--- config.mk ---
export PLATFORM = sky130hd
export DESIGN_NAME = sclk_prescaler
export DESIGN_NICKNAME = d
export VERILOG_FILES = /design/src/rtl/sclk_pkg.sv /design/src/rtl/sclk_ref_div.sv /design/src/rtl/sclk_pow2_stage.sv /design/src/rtl/sclk_phase_stage.sv /design/src/rtl/sclk_prescaler.sv
export SDC_FILE = /design/constraint.sdc
export NUM_CORES = 1
export LEC_CHECK = 0
export ABC_CLOCK_PERIOD_IN_PS = 3000
export CORE_ASPECT_RATIO = 1.25
export CORE_MARGIN = 4
export CORE_UTILIZATION = 50
export DETAILED_ROUTE_END_ITERATION = 10
export MAX_ROUTING_LAYER = met4
export PLACE_DENSITY = 0.72
export SLEW_MARGIN = 20
export SYNTH_ARGS = -nofsm -noshare
export SYNTH_HDL_FRONTEND = slang
export SYNTH_SLANG_ARGS = --single-unit
export TNS_END_PERCENT = 10
--- constraint.sdc ---
create_clock -name clk_i -period 3 [get_ports clk_i]
set_clock_uncertainty 0.1 [all_clocks]
set_input_delay 0.45 -clock clk_i [delete_from_list [all_inputs] [get_ports clk_i]]
set_output_delay 0.45 -clock clk_i [all_outputs]
set_load 0.1 [all_outputs]
--- src/rtl/sclk_pkg.sv ---
package sclk_pkg;

    // control value: M in the upper four bits, N in the lower three
    typedef struct packed {
        logic [3:0] m;
        logic [2:0] n;
    } sclk_cfg_t;

    localparam int NUM_PHASES   = 10;
    localparam int PHASE_W      = 4;
    localparam int POW_W        = 7;
    localparam int SCL_HI_PHASE = 5;
    localparam int SDA_CHG_PH   = 2;
    localparam int SDA_SMP_PH   = 7;

    localparam logic [PHASE_W-1:0] LAST_PHASE = PHASE_W'(NUM_PHASES - 1);

    function automatic logic [POW_W-1:0] pow2_last(input logic [2:0] n);
        return POW_W'((1 << n) - 1);
    endfunction

    function automatic logic [PHASE_W-1:0] phase_step(input logic [PHASE_W-1:0] p);
        return (p == LAST_PHASE) ? '0 : p + PHASE_W'(1);
    endfunction

endpackage

--- src/rtl/sclk_ref_div.sv ---
module sclk_ref_div #(
    parameter int THP = 3
) (
    input  logic clk_i,
    input  logic rst_i,
    output logic ref_tick_o
);
    localparam int REF_DIV = 2 * (THP + 1);
    localparam int CNT_W   = $clog2(REF_DIV);
    localparam logic [CNT_W-1:0] CNT_LAST = CNT_W'(REF_DIV - 1);

    logic [CNT_W-1:0] cnt_q;

    always_ff @(posedge clk_i) begin
        if (rst_i)
            cnt_q <= '0;
        else if (cnt_q == CNT_LAST)
            cnt_q <= '0;
        else
            cnt_q <= cnt_q + CNT_W'(1);
    end

    assign ref_tick_o = (cnt_q == CNT_LAST) && !rst_i;


    ref_spacing_chk: assert property (@(posedge clk_i) disable iff (rst_i)
        ref_tick_o |=> !ref_tick_o);

endmodule

--- src/rtl/sclk_pow2_stage.sv ---
module sclk_pow2_stage
    import sclk_pkg::*;
(
    input  logic       clk_i,
    input  logic       rst_i,
    input  logic       ref_tick_i,
    input  logic [2:0] n_i,
    output logic       samp_tick_o
);
    logic [POW_W-1:0] cnt_q;
    logic             at_last;

    assign at_last = (cnt_q == pow2_last(n_i));

    always_ff @(posedge clk_i) begin
        if (rst_i)
            cnt_q <= '0;
        else if (ref_tick_i)
            cnt_q <= at_last ? '0 : cnt_q + POW_W'(1);
    end

    assign samp_tick_o = ref_tick_i && at_last;


    samp_spacing_chk: assert property (@(posedge clk_i) disable iff (rst_i)
        samp_tick_o |=> !samp_tick_o);

endmodule

--- src/rtl/sclk_phase_stage.sv ---
module sclk_phase_stage
    import sclk_pkg::*;
(
    input  logic               clk_i,
    input  logic               rst_i,
    input  logic               samp_tick_i,
    input  logic [3:0]         m_i,
    output logic               wrap_o,
    output logic               tick_o,
    output logic [PHASE_W-1:0] phase_o,
    output logic               scl_o,
    output logic               sda_chg_o,
    output logic               sda_smp_o
);
    logic [3:0]         lin_q;
    logic [PHASE_W-1:0] phase_q;
    logic               tick_q;
    logic               adv;

    assign adv    = samp_tick_i && (lin_q == m_i);
    assign wrap_o = adv && (phase_q == LAST_PHASE);

    always_ff @(posedge clk_i) begin
        if (rst_i) begin
            lin_q   <= '0;
            phase_q <= '0;
            tick_q  <= 1'b0;
        end else begin
            tick_q <= adv;
            if (samp_tick_i)
                lin_q <= (lin_q == m_i) ? '0 : lin_q + 4'd1;
            if (adv)
                phase_q <= phase_step(phase_q);
        end
    end

    assign tick_o    = tick_q;
    assign phase_o   = phase_q;
    assign scl_o     = (phase_q >= PHASE_W'(SCL_HI_PHASE));
    assign sda_chg_o = tick_q && (phase_q == PHASE_W'(SDA_CHG_PH));
    assign sda_smp_o = tick_q && (phase_q == PHASE_W'(SDA_SMP_PH));


    phase_range_chk: assert property (@(posedge clk_i) disable iff (rst_i)
        phase_q <= LAST_PHASE);


    sda_strobe_excl_chk: assert property (@(posedge clk_i) disable iff (rst_i)
        $onehot0({sda_chg_o, sda_smp_o}));

endmodule

--- src/rtl/sclk_prescaler.sv ---
module sclk_prescaler
    import sclk_pkg::*;
#(
    parameter int         THP       = 3,
    parameter logic [6:0] CFG_RESET = 7'h00
) (
    input  logic       clk_i,
    input  logic       rst_i,
    input  logic       cfg_wr_i,
    input  logic [6:0] cfg_i,
    output logic       tick_o,
    output logic [3:0] phase_o,
    output logic       scl_o,
    output logic       sda_chg_o,
    output logic       sda_smp_o
);
    sclk_cfg_t pend_q;
    sclk_cfg_t act_q;
    logic      ref_tick;
    logic      samp_tick;
    logic      wrap;

    always_ff @(posedge clk_i) begin
        if (rst_i) begin
            pend_q <= sclk_cfg_t'(CFG_RESET);
            act_q  <= sclk_cfg_t'(CFG_RESET);
        end else begin
            if (wrap)
                act_q <= pend_q;
            if (cfg_wr_i)
                pend_q <= sclk_cfg_t'(cfg_i);
        end
    end

    sclk_ref_div #(.THP(THP)) u_ref (
        .clk_i      (clk_i),
        .rst_i      (rst_i),
        .ref_tick_o (ref_tick)
    );

    sclk_pow2_stage u_pow (
        .clk_i       (clk_i),
        .rst_i       (rst_i),
        .ref_tick_i  (ref_tick),
        .n_i         (act_q.n),
        .samp_tick_o (samp_tick)
    );

    sclk_phase_stage u_phase (
        .clk_i       (clk_i),
        .rst_i       (rst_i),
        .samp_tick_i (samp_tick),
        .m_i         (act_q.m),
        .wrap_o      (wrap),
        .tick_o      (tick_o),
        .phase_o     (phase_o),
        .scl_o       (scl_o),
        .sda_chg_o   (sda_chg_o),
        .sda_smp_o   (sda_smp_o)
    );


    cfg_at_boundary_chk: assert property (@(posedge clk_i) disable iff (rst_i)
        !$stable(act_q) |-> (phase_o == 4'd0));


    tick_pulse_chk: assert property (@(posedge clk_i) disable iff (rst_i)
        tick_o |=> !tick_o);


    reset_quiet_chk: assert property (@(posedge clk_i)
        rst_i |=> (!tick_o && !sda_chg_o && !sda_smp_o && phase_o == 4'd0));

endmodule

==> impl_results.md <==
- Final Power: 807 uW
- Via count: 1545
- Multi-input gate area: 1050 sq um
- Ant. Diodes: 0
- Critical-path top delay cell: nor3_2
- I/O Pins: 18
- Clock Sinks: 33
- Hold path depth: 1
- Power density over the cells: 403 nW/um^2
- Cells along the critical path: ha_1 > ha_1 > inv_1 > nor3_2 > and3_1 > nand4_2 > mux2_2
- Synthesized flop and latch total: 33
- Max VDD drop: 0.459 mV
- Layout Nets: 228
- Post-route insts no fill: 252
- Static Leak: 0.000776 uW
- Residual DRC count: 0
- Hold-fix buffers at CTS: 0
- 1st-pass router iterations: 4
- Row count: 23
- CTS Root Cell: clkbuf_8
- Post-synth top area share: 0.377
- Core Box Area: 3280 sq um
- Post-route cell area: 2000 sq um
- Largest net degree at the start of global routing: 36
- Vias in the first global route: 1461
- Dpl cells: 244
- Critical path startpoint category: flip-flop
- Total CTS buffers: 5
- Area contributors post-synth: dfxtp_1 (38%), mux2i_1 (5.1%), a21oi_1 (4.9%)
- R2r worst-path depth: 7
- Die height: 74.2 microns
- WS Path Type: flip-flop to flip-flop
- Port Buffers: 17
- GRT Total Usage: 0.181
- Synth Warn #: 0
- Dominant cell type by area after synthesis: dfxtp_1
- Slew Viols, Final: 0
- Total die area: 4520 sq um
- Wirelength per Cell: 14.7 microns
- Deepest clock path buffer count: 2
- Number of cells on the critical path: 7
- CTS HTree Levels: 2
- Synth cell count leaders: dfxtp_1 (33), a21oi_1 (17), nand2_1 (16), nor2_1 (16)
- Remaining global-route overflow: 0
- Crit path arrival time: 2690 ps
- CTS tree: yes
- Area Overhead vs Synth: 14.2%
- Placement Cell Area: 1910 sq um
- Worst-Skew Late Latency: 280 ps
- Fin. Hold Viols: 0
- Worst slew pin tran: 987 ps
- Syn_nets: 216
- Most frequent cell after synthesis: dfxtp_1
- Antenna-violating nets left: 0
- First-pass GRT wire length: 6.15 mm
- Crit-path max cell delay: 430 ps
- Reg clk slew, reported paths: 60 ps
- Delay-heaviest family, CP: simple AND/OR/NAND/NOR gates
- Drt initial violations: 67
- WP buf/inv: 1
- Chip width: 60.9 microns
- Post-synth EDFFs: 0
- Tmin final: 2620 ps
- Final setup violating endpoints: 0
- Post-route setup TNS: 0 ps
- Crit path required time: 3070 ps
- Register Area: 661 sq um
- Post-synthesis cell area: 1750 sq um
- Via/cell ratio: 6.13
- Slew HR: 0.342
- Hold Crit Class: flip-flop to flip-flop
- Unrepaired setup endpoints after global routing: false
- Status: completed
- Post-DP HPWL: 2.65 mm
- Syn_area_per_cell: 8.67 sq um
- Initial antenna violation count: 0
- FMAX: 382 MHz
- Worst Setup End Kind: flip-flop
- Initial core utilization: 0.534
- Critical Path Fanout Max: 11
- Seq/Total Area, Yosys: 0.377
- Top FF cell, synth: dfxtp_1
- Placer Congestion: 0.904
- Fill count: 283
- Cell count after synthesis: 202
- Async S/R FF share, synth: 0
- Max-Cap Viols: 0
- Share of cells above drive strength 1: 0.153
- Netlist cell types: 45
- Routed WL: 3.69 mm
- Most common cell on crit path: ha_1
- Post-route clock period utilization: 0.872
- Layout Utilization: 0.610
-- timing repair --
action	in CTS	in global routing
gates resized for setup	0	1
setup buffers	0	0
endpoints found under the setup margin	0	5
-- cells by family (layout without fill, tap and decap cells) --
| kind of cell | Yosys count | count (layout) | synth area share |
|---|---|---|---|
| simple gates | 89 | 89 | 0.280 |
| compound gates | 43 | 43 | 0.166 |
| flops | 33 | 33 | 0.377 |
| mux | 15 | 15 | 0.0900 |
| buf+inv | 14 | 27 | 0.0379 |
| fa+ha+maj | 4 | 4 | 0.0286 |
| xor+xnor | 4 | 4 | 0.0200 |
-- final timing paths --
check                         endpoint                 startpoint  slack [ps]
max reg2reg      act_q[0]$_SDFFE_PP0P_  u_ref.cnt_q[0]$_SDFF_PP0_         380
max              act_q[0]$_SDFFE_PP0P_  u_ref.cnt_q[0]$_SDFF_PP0_         380
min reg2reg  u_ref.cnt_q[0]$_SDFF_PP0_  u_ref.cnt_q[0]$_SDFF_PP0_         330
min          u_ref.cnt_q[0]$_SDFF_PP0_  u_ref.cnt_q[0]$_SDFF_PP0_         330
-- power breakdown --
part	internal, uW	switching [uW]	total (uW)	leakage, uW
clock	160	156	316	0.0000450
combinational	21.6	17.8	39.4	0.000464
sequential	447	4.33	452	0.000268
total	629	178	807	0.000776
-- state kept, by name, summed over array words and instances (netlist names) --
register and flops:
u_phase.lin_q 4, u_ref.cnt_q 3, u_pow.cnt_q 7, act_q 7, u_phase.tick_o 1, pend_q 7, u_phase.phase_o 4
-- routing by layer --
layer	part of all wire	global-route usage	up-vias
li1	-	-	761
met1	0.43	0.207	722
met2	0.49	0.300	52
met3	0.055	0.0382	10
met4	0.025	0.0771	0
met5	0	-	-
-- per-stage QoR --
step | setup WS, ps | hold slack [ps]
finish | 383 | 328
global placement | 375 | 308
CTS | 214 | 341
floorplan | -189 | 298
global route | 179 | 355
detailed placement | 207 | 330
-- worst reg2reg max path, cell delays in order (launching register included) --
cell and delay, ps:
dfxtp_1 340, ha_1 150, ha_1 360, inv_1 250, nor3_2 430, and3_1 330
nand4_2 220, mux2_2 330
-- cell usage in the layout (no fill, tap or decap), types with 4 or more instances in the layout --
cell type / n
a21oi_1: 17
buf_4: 9
clkbuf_8: 5
clkdlybuf4s50_1: 9
dfxtp_1: 33
ha_1: 4
mux2_2: 6
mux2i_1: 9
nand2_1: 16
nand2b_1: 7
nand3_1: 4
nand4_1: 8
nor2_1: 16
nor2b_1: 9
nor3_1: 7
o31ai_1: 7
xor2_1: 4
-- area by class of cell --
cell class / count / area share
flip-flops and latches: 33 / 0.330
repair buffers: 18 / 0.0788
well taps: 37 / 0.0231
inverters: 1 / 0.00188
clock buffers: 6 / 0.0363
clock inverters: 2 / 0.00500
multi-input cells: 155 / 0.525
No activity file was read; power rests on OpenSTA's default activity.
